File: src/rtl/scope_ser_pkg.sv
package scope_ser_pkg;

    // Frame phase of the serializer controller.
    typedef enum logic {
        PH_IDLE = 1'b0,
        PH_SEND = 1'b1
    } phase_e;

    // Width of a counter that must hold values 0 .. n-1 (at least one bit).
    function automatic int cnt_width(input int n);
        return (n > 1) ? $clog2(n) : 1;
    endfunction

endpackage

File: src/rtl/scope_rate_tick.sv
module scope_rate_tick #(
    parameter int DIV = 50
) (
    input  logic clk,
    input  logic rst,
    output logic tick
);
    import scope_ser_pkg::*;

    localparam int CNT_W = cnt_width(DIV);

    generate
        if (DIV > 1) begin : g_div
            typedef struct packed {
                logic [CNT_W-1:0] cnt;
            } st_t;

            st_t cur_q, nxt_d;

            always_comb begin
                nxt_d = cur_q;
                if (cur_q.cnt == CNT_W'(DIV - 1)) begin
                    nxt_d.cnt = '0;
                end else begin
                    nxt_d.cnt = cur_q.cnt + 1'b1;
                end
            end

            always_ff @(posedge clk) begin
                if (rst) cur_q <= '0;
                else     cur_q <= nxt_d;
            end

            assign tick = (cur_q.cnt == CNT_W'(DIV - 1));

            // two enables are never on adjacent cycles when DIV > 1
            a_r5_tick_spacing: assert property (@(posedge clk) disable iff (rst)
                tick |=> !tick);
        end else begin : g_full
            assign tick = 1'b1;
        end
    endgenerate

endmodule

File: src/rtl/scope_frame_ctrl.sv
module scope_frame_ctrl #(
    parameter int SLOTS = 32
) (
    input  logic                                     clk,
    input  logic                                     rst,
    input  logic                                     tick,
    input  logic                                     free_run,
    input  logic                                     start_req,
    output logic                                     load,
    output logic                                     step,
    output logic                                     stop,
    output logic                                     busy,
    output logic [scope_ser_pkg::cnt_width(SLOTS)-1:0] slot
);
    import scope_ser_pkg::*;

    localparam int SLOT_W = cnt_width(SLOTS);
    localparam logic [SLOT_W-1:0] LAST_SLOT = SLOT_W'(SLOTS - 1);

    typedef struct packed {
        phase_e            phase;
        logic [SLOT_W-1:0] slot;
        logic              pending;
    } st_t;

    st_t  cur_q, nxt_d;
    logic req_any;
    logic want_frame;

    always_comb begin
        nxt_d      = cur_q;
        load       = 1'b0;
        step       = 1'b0;
        stop       = 1'b0;
        req_any    = cur_q.pending | start_req;
        want_frame = free_run | req_any;
        nxt_d.pending = req_any;

        if (tick) begin
            if (cur_q.phase == PH_IDLE) begin
                if (want_frame) begin
                    load          = 1'b1;
                    nxt_d.phase   = PH_SEND;
                    nxt_d.slot    = '0;
                    nxt_d.pending = 1'b0;
                end
            end else if (cur_q.slot == LAST_SLOT) begin
                if (want_frame) begin
                    load          = 1'b1;
                    nxt_d.slot    = '0;
                    nxt_d.pending = 1'b0;
                end else begin
                    stop        = 1'b1;
                    nxt_d.phase = PH_IDLE;
                    nxt_d.slot  = '0;
                end
            end else begin
                step       = 1'b1;
                nxt_d.slot = cur_q.slot + 1'b1;
            end
        end
    end

    always_ff @(posedge clk) begin
        if (rst) begin
            cur_q.phase   <= PH_IDLE;
            cur_q.slot    <= '0;
            cur_q.pending <= 1'b0;
        end else begin
            cur_q <= nxt_d;
        end
    end

    assign busy = (cur_q.phase == PH_SEND);
    assign slot = cur_q.slot;

    // a frame never ends before its last slot
    a_r11_busy_until_last: assert property (@(posedge clk) disable iff (rst)
        (busy && slot != LAST_SLOT) |=> busy);

    // a request seen during a frame is not lost before the frame ends
    a_r9_request_kept: assert property (@(posedge clk) disable iff (rst)
        (busy && start_req && !(tick && slot == LAST_SLOT)) |=> (cur_q.pending || load));

endmodule

File: src/rtl/scope_shift_out.sv
module scope_shift_out #(
    parameter int PAYLOAD_W = 30
) (
    input  logic                 clk,
    input  logic                 rst,
    input  logic                 load,
    input  logic                 step,
    input  logic                 stop,
    input  logic [PAYLOAD_W-1:0] probe_in,
    output logic                 ser_data,
    output logic                 ser_mark
);
    typedef struct packed {
        logic [PAYLOAD_W-1:0] shadow;
        logic                 data;
        logic                 mark;
    } st_t;

    st_t cur_q, nxt_d;

    always_comb begin
        nxt_d = cur_q;
        if (load) begin
            nxt_d.shadow = probe_in;
            nxt_d.data   = probe_in[PAYLOAD_W-1];
            nxt_d.mark   = 1'b1;
        end else if (step) begin
            nxt_d.shadow = cur_q.shadow << 1;
            nxt_d.data   = cur_q.shadow[PAYLOAD_W-2];
            nxt_d.mark   = 1'b0;
        end else if (stop) begin
            nxt_d.shadow = '0;
            nxt_d.data   = 1'b0;
            nxt_d.mark   = 1'b0;
        end
    end

    always_ff @(posedge clk) begin
        if (rst) cur_q <= '0;
        else     cur_q <= nxt_d;
    end

    assign ser_data = cur_q.data;
    assign ser_mark = cur_q.mark;

    // the captured word only moves when the controller steps or reloads it
    a_r6_shadow_frozen: assert property (@(posedge clk) disable iff (rst)
        !(load || step || stop) |=> $stable(cur_q.shadow));

endmodule

File: src/rtl/scope_vector_probe.sv
module scope_vector_probe #(
    parameter int PAYLOAD_W = 30,
    parameter int SLOTS     = 32,
    parameter int DIV       = 50
) (
    input  logic                 clk,
    input  logic                 rst,
    input  logic                 free_run,
    input  logic                 start_req,
    input  logic [PAYLOAD_W-1:0] probe_in,
    output logic                 ser_data,
    output logic                 ser_mark,
    output logic                 busy
);
    import scope_ser_pkg::*;

    localparam int SLOT_W = cnt_width(SLOTS);

    logic              tick;
    logic              load;
    logic              step;
    logic              stop;
    logic [SLOT_W-1:0] slot;

    scope_rate_tick #(.DIV(DIV)) rate_i (
        .clk  (clk),
        .rst  (rst),
        .tick (tick)
    );

    scope_frame_ctrl #(.SLOTS(SLOTS)) ctrl_i (
        .clk       (clk),
        .rst       (rst),
        .tick      (tick),
        .free_run  (free_run),
        .start_req (start_req),
        .load      (load),
        .step      (step),
        .stop      (stop),
        .busy      (busy),
        .slot      (slot)
    );

    scope_shift_out #(.PAYLOAD_W(PAYLOAD_W)) shift_i (
        .clk      (clk),
        .rst      (rst),
        .load     (load),
        .step     (step),
        .stop     (stop),
        .probe_in (probe_in),
        .ser_data (ser_data),
        .ser_mark (ser_mark)
    );

    // padding slots keep the data pin low
    a_r3_pad_low: assert property (@(posedge clk) disable iff (rst)
        (busy && int'(slot) >= PAYLOAD_W) |-> !ser_data);

    // marker appears only in the first slot of a frame
    a_r4_mark_slot0: assert property (@(posedge clk) disable iff (rst)
        ser_mark |-> (busy && slot == '0));

    // an idle block keeps both pins quiet
    a_r10_idle_quiet: assert property (@(posedge clk) disable iff (rst)
        !busy |-> (!ser_data && !ser_mark));

    // pins hold between bit enables
    a_r5_hold_between_ticks: assert property (@(posedge clk) disable iff (rst)
        !$past(tick) |-> ($stable(ser_data) && $stable(ser_mark) && $stable(busy)));

endmodule

File: config.mk
export PLATFORM = sky130hd
export DESIGN_NAME = scope_vector_probe
export DESIGN_NICKNAME = d
export VERILOG_FILES = /design/src/rtl/scope_ser_pkg.sv /design/src/rtl/scope_rate_tick.sv /design/src/rtl/scope_frame_ctrl.sv /design/src/rtl/scope_shift_out.sv /design/src/rtl/scope_vector_probe.sv
export SDC_FILE = /design/constraint.sdc
export NUM_CORES = 1
export LEC_CHECK = 0
export ABC_AREA = 0
export BUFFER_PORTS_ARGS = -buffer_cell sky130_fd_sc_hd__buf_2
export CAP_MARGIN = 20
export CORE_MARGIN = 2
export CORE_UTILIZATION = 35
export CTS_BUF_LIST = sky130_fd_sc_hd__clkbuf_8
export DETAILED_ROUTE_END_ITERATION = 16
export PLACE_DENSITY = 0.53
export SLEW_MARGIN = 20
export SYNTH_ARGS = -nofsm -noshare
export SYNTH_HDL_FRONTEND = slang
export SYNTH_SLANG_ARGS = --single-unit
export TNS_END_PERCENT = 5
File: constraint.sdc
create_clock -name clk -period 2.2 [get_ports clk]
set_input_delay 0.44 -clock clk [delete_from_list [all_inputs] [get_ports clk]]
set_output_delay 0.44 -clock clk [all_outputs]
set_load 0.05 [all_outputs]
# == After elaboration in Yosys (flattened, before gate mapping) ==
# Cells that the tools add are included.
# word_totals
reg_bits,44
in_bits,34
# op_classes
n_addsub,2
eq_ne,2
n_mux,21
bitwise_logic,2
reduce_logical,4
# op_table
operator,count
31-bit two-way mux,3
1-bit two-way mux,15
7-bit two-way mux,2
"6-bit by 1-bit adder with 6-bit output, second input constant",1
"6-bit equality test, second input constant",1
"5-bit by 1-bit adder with 5-bit output, second input constant",1
"5-bit equality test, second input constant",1
5-bit two-way mux,1
3-bit nonzero test,1
1-bit OR,2
2-bit AND reduction,1
2-bit nonzero test,1
2-bit OR reduction,1

# == Depth between registers and ports, before layout ==
# Gate-level depths: netlist of the first run.
# logic_depth
word_depth,9
depth_mapped,10
depth_no_buf,7

# == By module ==
# A second synthesis of the first run with hierarchy kept.
# hier_totals
hier_cells,245
area_unflattened_um2,2372.3
# by_module_without_submodules
module,n_inst,cells_per_inst,area_per_inst_um2,seq_area_each_um2
scope_shift_out,1,172,1692.9,620.6
scope_frame_ctrl,1,46,424.2,140.1
scope_rate_tick,1,27,255.2,120.1

# == Worst setup path before layout of the first run ==
# No wires, ideal clock.
# synth_timing
path_type,register to register
start,"reg, netlist name ctrl_i.slot[0]"
end,reg shift_i.cur_q[22] (netlist name)
setup_time_ps,119
arrival_ps,1867
required_ps,2081
setup_slack_ps,215
path_stages_with_launch,11
n_path_buf,3
period_less_slack_ps,1985
path_cell_list,dfxtp_1 -> ha_1 -> and3_1 -> ha_1 -> nor2b_1 -> clkbuf_1 -> or2_2 -> buf_2 -> buf_2 -> a31oi_1 -> o2bb2ai_1
# synth_via
elab_chain_cells,6
# synth_lines
element,line,text
5-bit equality test (*),scope_frame_ctrl.sv:47,end else if (cur_q.slot == LAST_SLOT) begin
1-bit two-way mux,scope_frame_ctrl.sv:47,
1-bit two-way mux,scope_frame_ctrl.sv:40,if (cur_q.phase == PH_IDLE) begin
1-bit two-way mux,scope_frame_ctrl.sv:39,if (tick) begin
31-bit two-way mux,scope_shift_out.sv:27,end else if (step) begin
31-bit two-way mux,scope_shift_out.sv:23,if (load) begin
to (signal assigned),scope_shift_out.sv:40,else cur_q <= nxt_d;
to (decl),scope_shift_out.sv:19,"st_t cur_q, nxt_d;"
# Mark *: on every way between the ends. The rest lies on a longest branch, timed or not.
# A chain may end at the register's enable or synchronous reset.

# == Worst setup path in the final report of the first run ==
# layout_timing
start,"reg, netlist name ctrl_i.slot[0]"
end,reg shift_i.cur_q (netlist bit shift_i.ser_data)
# layout_via
elab_chain_cells,6
# layout_lines
element,line
5-bit equality test (*),scope_frame_ctrl.sv:47
1-bit two-way mux,scope_frame_ctrl.sv:47
1-bit two-way mux,scope_frame_ctrl.sv:40
1-bit two-way mux,scope_frame_ctrl.sv:39
31-bit two-way mux,scope_shift_out.sv:27
31-bit two-way mux,scope_shift_out.sv:23
# Marked as above.

==> results by group, run 1 <==
Outcome
  – Run status: completed

Hold path
  – Worst hold path class: input pin to flip-flop

CTS
  – Clock tree from TritonCTS: done
  – Root Buffer Master: clkbuf_8
  – Clock input transition at the sequential cells of the worst setup and hold paths: 0.08 ns
  – Buffers inserted by post-CTS timing repair: 0
  – Number of H-tree levels: 2
  – Total clock buffers created by CTS: 5
  – Number of clock sinks: 44
  – Worst skew pair latency: 0.29 ns
  – CTS max path bufs: 2

Route
  – TritonRoute pass-1 iters: 4
  – Vias per inst: 5.24
  – DRC violation total after the first TritonRoute iteration: 67
  – Aggregate routed wire length: 4590 um
  – Average wire length per cell after detail routing: 13.9 um
  – Vias after detailed routing: 1723
  – Antenna-violating nets left: 0
  – DRC errors left: 0

STA
  – Final Hold Vio Count: 0
  – Final Setup Violations: 0
  – Maximum clock skew at final layout: 0.00536 ns
  – Max_slew headroom: 78.5%
  – Setup TNS Final: 0 ns
  – Setup slack after layout: 0.272 ns
  – Unrepaired setup endpoints after global routing: false
  – Minimum period implied by the final worst setup slack: 1.93 ns
  – Max Clk Rate: 519 MHz
  – Tightest Pin Transition: 0.323 ns
  – Period utilization: 87.6%
  – Final max-slew violation count: 0

Critical path
  – Delay contributed by the slowest stage of the critical path: 0.34 ns
  – Worst reg2reg path startpoint: ctrl_i.slot[0]
  – Critical Path Most Common Cell: ha_1
  – Data required, critical path: 2.43 ns
  – Chain of cells forming the critical path: ha_1 > and3_1 > ha_1 > nor2b_2 > nand2_1 > a21oi_4 > buf_4 > o2bb2ai_1
  – CP Capture Point: shift_i.ser_data
  – R2R setup slack: 0.27 ns
  – Worst R2R End: shift_i.ser_data
  – CP max stage cell: dfxtp_1
  – Arrival time reported for the critical path endpoint: 2.15 ns
  – Startpoint types: flip-flop
  – Timing startpoint of the critical path: ctrl_i.slot[0]
  – Worst Setup Path Type: flip-flop to flip-flop
  – R2R depth: 8
  – Sort of element at the end of the critical path: flip-flop
  – Biggest fanout along the worst timing path: 16

Logic synthesis
  – Area contributors post-synth: dfxtp_1 42%, o2bb2ai_1 12%, nor3b_1 10%, a31oi_1 8.7%, ha_1 3.0%
  – Synthesized area per cell: 9.50 um^2
  – Distinct cell type count of the synthesized netlist: 36
  – Yosys Warn Count: 0
  – Commonest cells in the netlist: 44 x dfxtp_1, 29 x a31oi_1, 29 x nor3b_1, 29 x o2bb2ai_1
  – Netlist area before placement: 2090 um^2
  – Most instantiated library cell after synthesis: dfxtp_1
  – Area share of the largest cell type after synthesis: 42.1%
  – Proportion of synthesized chip area in sequential cells: 42.1%
  – Post-synth EDFFs: 0
  – Cell count after synthesis: 220
  – Largest area contributor in the synthesized netlist: dfxtp_1
  – Net Count, Synth: 259
  – Flip-flop and latch count after synthesis: 44
  – Synth Flop Type: dfxtp_1
  – Fraction of registers with async set or reset after synthesis: 0%

Global routing
  – Largest net degree at the start of global routing: 33
  – Number of global-route vias before repair: 1629
  – Number of antenna violations at the first check in global routing: 0
  – Remaining global-route overflow: 0
  – Global-route wire length before repair: 7490 um
  – GR Util All Layers: 14.5%

Placement
  – Placed wire-length estimate after detailed placement: 3100 um
  – Pre-CTS setup slack: 0.169 ns
  – RePlAce Congestion: 0.734
  – Port bufs: 36

Die
  – Floorplan die area: 6610 um^2
  – Placeable core region: 5850 um^2
  – Die outline height: 81.3 um
  – FP Rows: 28
  – Number of top-level design ports: 37
  – Initial core utilization: 35.7%
  – Width of the die: 81.3 um

Cells and area
  – Nets: 292
  – Diodes inserted: 0
  – Layout cell share with drive strength beyond 1: 24.4%
  – Area grow syn2layout: 16.6%

Power and ir drop
  – Leakage power summed over all cells: 0.901 nW
  – Power density normalized to cell area: 598 nW/um^2
  – Peak supply drop: 0.400 mV

Run
  – Number of max-cap violations: 0
==> cell type report <==
type / instances / area, um^2
clock buffers: 6 / 82.6
repair buffers: 46 / 255
flip-flops and latches: 44 / 881
clock inverters: 2 / 10.0
well taps: 75 / 93.8
fillers: 605 / 3410
multi-input cells: 151 / 1100
inverters: 5 / 18.8
==> layout by cell type (no fill, tap or decap), types with 2 or more instances in the layout <==
master,count
nand2_1,3
buf_4,10
nand2b_1,2
and3_1,2
o2bb2ai_1,29
ha_1,5
buf_2,36
nor2b_2,2
nor2_1,12
nand3_1,4
o21ai_0,3
or3_1,2
clkbuf_8,6
dfxtp_1,44
inv_1,5
or4_1,3
a32oi_1,2
clkinv_2,2
xnor2_1,3
a21oi_1,6
a31oi_1,29
nor3b_1,29
==> metal layers <==
layer,global-route usage [%],vias up,share of wire [%]
met4,5.08,0,1.4
met2,23.6,30,43
met1,18.8,778,51
met3,3.22,6,4.3
met5,0,-,0
li1,-,909,-
==> cells by family after synthesis <==
group | share of synthesized area [%]
compound gates | 25.9
xor+xnor | 1.68
fa+ha+maj | 2.99
buf+inv | 5.98
flops | 42.1
simple gates | 21.4
==> what timing repair did <==
item	CTS	global route
hold buffers	0	0
gates resized for setup	0	1
endpoints found under the hold margin	0	0
setup endpoints to repair	0	4
==> metrics by stage <==
step	hold slack, ns	cells	power, mW	utilization [%]	cell area, um^2
6_report	0.458	329	1.46	41.7	2440
5_1_grt	0.463	329	1.52	41.7	2440
4_1_cts	0.457	329	1.48	41.6	2440
3_5_place_dp	0.447	321	0.954	40.1	2340
3_3_place_gp	0.444	321	0.953	40.1	2340
2_1_floorplan	0.430	220	0.911	-	2090
==> where the power goes <==
| group | switching (mW) | internal, mW |
|---|---|---|
| clock | 0.274 | 0.251 |
| combinational | 0.0630 | 0.0645 |
| sequential | 0.00520 | 0.801 |
| total | 0.342 | 1.12 |
==> flip-flops by register name, summed over array words and instances, names as in the netlist <==
| register | cells |
|---|---|
| ctrl_i.busy | 1 |
| ctrl_i.slot | 5 |
| ctrl_i.cur_q | 1 |
| shift_i.cur_q | 29 |
| shift_i.ser_data | 1 |
| shift_i.ser_mark | 1 |
| rate_i.g_div.cur_q | 6 |
==> worst min-delay path by stage <==
stage	from	endpoint	depth (start not counted)
4_1_cts	start_req	ctrl_i.cur_q[0]	3
3_3_place_gp	rate_i.g_div.cur_q[0]	rate_i.g_div.cur_q[0]	1
6_report	start_req	ctrl_i.cur_q[0]	3
3_5_place_dp	shift_i.cur_q[28]	shift_i.cur_q[28]	1
5_1_grt	start_req	ctrl_i.cur_q[0]	3
2_1_floorplan	rate_i.g_div.cur_q[0]	rate_i.g_div.cur_q[0]	1
==> worst max-delay path, delay by kind of cell (launching register included) <==
kind | cells | cell delay [ns]
compound gates | 2 | 0.32
flops | 1 | 0.34
fa+ha+maj | 2 | 0.44
simple gates | 3 | 0.53
buf+inv | 1 | 0.23
Power figures use the tool's default switching activity.
==> run 2: changes to the inputs <==
==> constraint.sdc (replaced) <==
create_clock -name clk -period 2.5 [get_ports clk]
set_input_delay 0.5 -clock clk [delete_from_list [all_inputs] [get_ports clk]]
set_output_delay 0.5 -clock clk [all_outputs]
set_load 0.05 [all_outputs]
==> run 2 against run 1 <==
Combinational power down 13%. Critical endpoint is now shift_i.cur_q[15]. Clock skew up 0.00058 ns. Clock power rose by 11%. Worst hold slack improved by 0.011 ns. Routed wire length down 0.92%. Register-to-register slack improved by 0.11 ns. Flip-flop and latch count did not move. Maximum frequency fell by 9.2%. Power decreased by 3.7%. Final area hardly changed. Final cell count down 1.2%.
==> results by group, run 2 (synthesized netlist as in run 1, its figures left out) <==
STA
  – Max Clk Rate: 471 MHz (-9.2%)
  – Final Hold Vio Count: 0 (unchanged)
  – Final Setup Violations: 0 (unchanged)
  – Unrepaired setup endpoints after global routing: false
  – Worst hold slack: 0.469 ns (+0.0110 ns)
  – Setup TNS Final: 0 ns (unchanged)
  – Max_slew headroom: 64.3% (-14 points)
  – Tightest Pin Transition: 0.535 ns (+0.212 ns)
  – Period utilization: 84.9% (-2.7 points)
  – Maximum clock skew at final layout: 0.00594 ns (+0.000577 ns)
  – Final max-slew violation count: 0 (unchanged)
  – Minimum period implied by the final worst setup slack: 2.12 ns (+0.194 ns)

Critical path
  – Worst reg2reg path startpoint: ctrl_i.slot[0]
  – Biggest fanout along the worst timing path: 29 (+13)
  – Arrival time reported for the critical path endpoint: 2.35 ns (+0.20 ns)
  – Worst Setup Path Type: flip-flop to flip-flop
  – Sort of element at the end of the critical path: flip-flop
  – Timing startpoint of the critical path: ctrl_i.slot[0]
  – Data required, critical path: 2.73 ns (+0.30 ns)
  – Startpoint types: flip-flop

Placement
  – Placed wire-length estimate after detailed placement: 3010 um (-3.0%)
  – RePlAce Congestion: 0.732 (-0.19%)
  – Port bufs: 36 (unchanged)

Route
  – Vias after detailed routing: 1704 (-1.1%)
  – DRC violation total after the first TritonRoute iteration: 86 (+28%)
  – TritonRoute pass-1 iters: 4 (unchanged)
  – Vias per inst: 5.24 (+0.11%)
  – Average wire length per cell after detail routing: 14.0 um (+0.30%)
  – Aggregate routed wire length: 4550 um (-0.92%)
  – DRC errors left: 0 (unchanged)
  – Antenna-violating nets left: 0 (unchanged)

Die
  – Number of top-level design ports: 37 (unchanged)
  – FP Rows: 28 (unchanged)
  – Width of the die: 81.3 um (unchanged)
  – Floorplan die area: 6610 um^2 (unchanged)
  – Die outline height: 81.3 um (unchanged)
  – Placeable core region: 5850 um^2 (unchanged)
  – Initial core utilization: 35.7% (unchanged)

Global routing
  – Remaining global-route overflow: 0 (unchanged)
  – Number of global-route vias before repair: 1613 (-0.98%)
  – Global-route wire length before repair: 7570 um (+1.1%)
  – GR Util All Layers: 14.8% (+0.27 points)
  – Number of antenna violations at the first check in global routing: 0 (unchanged)
  – Largest net degree at the start of global routing: 33 (unchanged)

CTS
  – Number of clock sinks: 44 (unchanged)
  – Buffers inserted by post-CTS timing repair: 0 (unchanged)
  – Clock input transition at the sequential cells of the worst setup and hold paths: 0.08 ns (about the same)
  – CTS max path bufs: 2 (unchanged)
  – Number of H-tree levels: 2 (unchanged)
  – Clock tree from TritonCTS: done
  – Worst skew pair latency: 0.29 ns (about the same)
  – Cts-stage hold buffer count: 0 (unchanged)
  – Total clock buffers created by CTS: 5 (unchanged)
  – Gates resized, CTS repair: 0 (unchanged)
  – Root Buffer Master: clkbuf_8

Cells and area
  – Most common cell after layout, fill and taps aside: dfxtp_1
  – Biggest register: shift_i.cur_q
  – Biggest regs: shift_i.cur_q (29), rate_i.g_div.cur_q (6), ctrl_i.slot (5)
  – Area grow syn2layout: 16.7% (about the same)
  – Leading cell types in the layout, fill and taps excluded: 44 x dfxtp_1, 36 x buf_2, 29 x nor3b_1, 29 x a31oi_1, 29 x o2bb2ai_1
  – Layout cell share with drive strength beyond 1: 23.2% (-1.2 points)
  – Diodes inserted: 0 (unchanged)
  – Flip-flop count of the largest register after layout: 29 (unchanged)
  – Nets: 288 (-1.4%)

Run
  – Number of max-cap violations: 0 (unchanged)

Hold path
  – Worst hold path class: flip-flop to flip-flop
  – Min-delay src: shift_i.cur_q[10]

Power and ir drop
  – Leakage power summed over all cells: 0.895 nW (-0.62%)
  – Power density normalized to cell area: 576 nW/um^2 (-3.8%)
  – Peak supply drop: 0.318 mV (-21%)

Outcome
  – Run status: completed
-- run 2: cell types whose count changed in the layout (fill, tap and decap cells not counted), sizes merged --
cell	before	now
clkinv	2	0
clkbuf	6	7
bufinv	0	1
buf	46	42
-- run 2: worst max-delay path: stages, from the launching register on --
cell and delay [ns]:
dfxtp_1 0.34, ha_1 0.22, and3_1 0.20, ha_1 0.21, nor2b_2 0.24, or2_2 0.51
a31oi_1 0.16, o2bb2ai_1 0.16
-- run 2: metrics by stage --
step                area (um^2)  setup slack (ns)  std cells  util (%)  power, mW
finish                     2440             0.378        325      41.7       1.40
global route               2440             0.120        325      41.7       1.47
CTS                        2440             0.342        325      41.7       1.43
detailed placement         2310             0.360        317      39.5      0.839
global placement           2310             0.432        317      39.5      0.838
floorplan                  2090             0.515        220         -      0.802
-- run 2: layout make-up --
class / instances / area [um^2]
clock buffers: 7 / 96.3
clock inverters: 1 / 30.0
fillers: 593 / 3410
inverters: 5 / 18.8
multi-input cells: 151 / 1090
flip-flops and latches: 44 / 881
well taps: 75 / 93.8
repair buffers: 42 / 225
-- run 2: where the power goes --
| group | internal, mW | switching [mW] |
|---|---|---|
| Sequential | 0.705 | 0.00440 |
| Combinational | 0.0549 | 0.0554 |
| Clock | 0.353 | 0.232 |
| Total | 1.11 | 0.292 |
-- run 2: final timing paths --
check	to	slack, ns	depth (start not counted)
worst max register to register	shift_i.cur_q[15]	0.38	7
worst min-delay path	shift_i.cur_q[10]	0.47	1
worst min register to register	shift_i.cur_q[10]	0.47	1
worst max-delay path	shift_i.cur_q[15]	0.38	7
-- run 2: routing by layer --
layer / up-vias / global-route usage (%) / wire length (um)
met5: - / 0 / 0
met4: 0 / 4.58 / 48
met3: 4 / 3.67 / 161
met2: 29 / 23.8 / 1990
met1: 773 / 19.4 / 2350
li1: 898 / - / -
==> run 3: changes to the inputs <==
--- a/config.mk
+++ b/config.mk
@@ -12,7 +12,7 @@
 export CORE_UTILIZATION = 35
 export CTS_BUF_LIST = sky130_fd_sc_hd__clkbuf_8
 export DETAILED_ROUTE_END_ITERATION = 16
-export PLACE_DENSITY = 0.53
+export PLACE_DENSITY = 0.55
 export SLEW_MARGIN = 20
 export SYNTH_ARGS = -nofsm -noshare
 export SYNTH_HDL_FRONTEND = slang
==> constraint.sdc (replaced) <==
create_clock -name clk -period 1.86 [get_ports clk]
set_input_delay 0.372 -clock clk [delete_from_list [all_inputs] [get_ports clk]]
set_output_delay 0.372 -clock clk [all_outputs]
set_load 0.05 [all_outputs]
==> run 3 against run 2 <==
Register-to-register slack worse by 0.25 ns. Maximum frequency is 22% higher. Die area stayed put. Sequential share of layout area is 1.5 points lower. Critical path type unchanged. Critical endpoint is now shift_i.cur_q[2]. Power is 36% higher. Sequential power is 34% higher. Worst setup slack worse by 0.25 ns. Routed wire length is 2.9% lower. Final area is 4.8% higher.
==> results by group, run 3 (synthesized netlist as in run 1, its figures left out) <==
Power and ir drop
  – Peak supply drop: 0.310 mV (-2.3%)
  – Cell-internal power: 1.50 mW (+35%)
  – Switching power total: 401 uW (+38%)
  – Clock group share of total power: 41.7% (about the same)
  – Reg power frac: 50.1% (-0.4 points)
  – Leakage power summed over all cells: 0.924 nW (+3.2%)
  – Post-layout power: 1.91 mW (+36%)
  – Power density normalized to cell area: 746 nW/um^2 (+30%)
  – Combinational group share of total power: 8.3% (+0.5 points)
  – Net Sw Frac: 21.1% (+0.28 points)

Die
  – Placeable core region: 5850 um^2 (unchanged)
  – Width of the die: 81.3 um (unchanged)
  – Initial core utilization: 35.7% (unchanged)
  – Number of top-level design ports: 37 (unchanged)
  – Floorplan die area: 6610 um^2 (unchanged)
  – FP Rows: 28 (unchanged)
  – Die outline height: 81.3 um (unchanged)

Outcome
  – Run status: completed

Global routing
  – Grt peak-use layer: met2
  – Met3 global-route usage: 3.00% (-0.67 points)
  – GR Util All Layers: 14.2% (-0.61 points)
  – Met2 Resource Use GR: 23.0% (-0.74 points)
  – Largest net degree at the start of global routing: 30 (-9.1%)
  – Remaining global-route overflow: 0 (unchanged)
  – Grt met1 use: 18.7% (-0.75 points)
  – Number of antenna violations at the first check in global routing: 0 (unchanged)
  – Global-route wire length before repair: 7340 um (-3.0%)
  – Number of global-route vias before repair: 1628 (+0.93%)

Route
  – Vias per inst: 5.30 (+1.1%)
  – Vias after detailed routing: 1755 (+3.0%)
  – DRC violation total after the first TritonRoute iteration: 69 (-20%)
  – DRC errors left: 0 (unchanged)
  – Average wire length per cell after detail routing: 13.3 um (-4.7%)
  – Aggregate routed wire length: 4410 um (-2.9%)
  – Antenna-violating nets left: 0 (unchanged)
  – TritonRoute pass-1 iters: 4 (unchanged)

CTS
  – Number of H-tree levels: 2 (unchanged)
  – Clock input transition at the sequential cells of the worst setup and hold paths: 0.08 ns (about the same)
  – Buffers inserted by post-CTS timing repair: 0 (unchanged)
  – Cts-stage hold buffer count: 0 (unchanged)
  – CTS max path bufs: 2 (unchanged)
  – Worst skew pair latency: 0.29 ns (about the same)
  – Total clock buffers created by CTS: 5 (unchanged)
  – Number of clock sinks: 44 (unchanged)
  – Clock tree from TritonCTS: done
  – Root Buffer Master: clkbuf_8

STA
  – Max Clk Rate: 577 MHz (+22%)
  – Minimum period implied by the final worst setup slack: 1.73 ns (-0.388 ns)
  – Worst hold slack: 0.379 ns (-0.0900 ns)
  – Maximum clock skew at final layout: 0.00671 ns (+0.000779 ns)
  – Final Hold Vio Count: 0 (unchanged)
  – Final Setup Violations: 0 (unchanged)
  – Tightest Pin Transition: 0.326 ns (-0.209 ns)
  – Period utilization: 93.3% (+8.4 points)
  – Max_slew headroom: 78.3% (+14 points)
  – Final max-slew violation count: 0 (unchanged)
  – Setup slack after layout: 0.126 ns (-0.252 ns)
  – Unrepaired setup endpoints after global routing: false

Placement
  – Pre-CTS setup slack: -0.0388 ns (-0.399 ns)
  – Placed wire-length estimate after detailed placement: 3130 um (+3.9%)
  – Port bufs: 36 (unchanged)
  – RePlAce Congestion: 0.807 (+10%)

Cells and area
  – Layout cell share with drive strength beyond 1: 28.1% (+4.9 points)
  – Leading cell types in the layout, fill and taps excluded: 41 x dfxtp_1, 36 x buf_2, 29 x nor3b_1, 29 x a31oi_1, 29 x o2bb2ai_1
  – Flip-flop count of the largest register after layout: 29 (unchanged)
  – Area grow syn2layout: 22.3%
  – Biggest register: shift_i.cur_q
  – Diodes inserted: 0 (unchanged)
  – Biggest regs: shift_i.cur_q (29), rate_i.g_div.cur_q (6), ctrl_i.slot (5)
  – Nets: 294 (+2.1%)
  – Most common cell after layout, fill and taps aside: dfxtp_1
  – Util after Layout: 43.7% (+2.0 points)

Critical path
  – Biggest fanout along the worst timing path: 22 (-24%)
  – Timing startpoint of the critical path: ctrl_i.slot[1]
  – Data required, critical path: 2.09 ns (-0.64 ns)
  – Worst reg2reg path startpoint: ctrl_i.slot[1]
  – Sort of element at the end of the critical path: flip-flop
  – Worst Setup Path Type: flip-flop to flip-flop
  – Arrival time reported for the critical path endpoint: 1.96 ns (-0.39 ns)
  – Startpoint types: flip-flop

Hold path
  – Worst hold path class: input pin to flip-flop
  – Min-delay src: start_req

Run
  – Number of max-cap violations: 0 (unchanged)
run 3: power groups by stage:
stage | Clock, mW | Sequential (mW) | Combinational (mW)
after floorplan | 0 | 0.975 | 0.105
after global placement | 0 | 0.976 | 0.158
after detailed placement | 0 | 0.977 | 0.159
after CTS | 0.822 | 0.954 | 0.160
after global routing | 0.853 | 0.955 | 0.177
final | 0.795 | 0.954 | 0.157
run 3: stage by stage:
step	area (um^2)	setup TNS (ns)	instances
after floorplan	2130	-0.00197	220
after global placement	2420	0	323
after detailed placement	2420	-0.362	323
after CTS	2550	0	331
after global routing	2560	0	331
final	2560	0	331
run 3: metal layers:
layer  up-vias  share of wire, %
met2        38                44
met1       803                50
met3         6               4.7
li1        908                 -
met4         0               1.2
met5         -                 0
run 3: worst max-delay path, stage by stage (launching register included):
cell and delay, ns:
dfxtp_2 0.37, ha_4 0.14, and3_4 0.20, ha_4 0.15, nor2b_4 0.05, buf_4 0.20, or4_1 0.42, a21oi_1 0.15
run 3: area by class of cell:
class / instances / area [um^2]
fillers: 573 / 3290
multi-input cells: 151 / 1140
flip-flops and latches: 44 / 885
repair buffers: 48 / 295
clock buffers: 7 / 96.3
well taps: 75 / 93.8
clock inverters: 1 / 30.0
inverters: 5 / 18.8
run 3: path summary, 6_finish.rpt:
path / cells past startpoint / end / slack, ns
setup / recovery: 7 / shift_i.cur_q[2] / 0.13
hold / removal: 3 / ctrl_i.cur_q[0] / 0.38
hold reg to reg: 1 / shift_i.ser_data / 0.46
setup reg to reg: 7 / shift_i.cur_q[2] / 0.13
run 3: repair_timing:
action | CTS | global route
pin swaps | 0 | 1
setup endpoints to repair | 29 | 29
resized for setup | 1 | 3
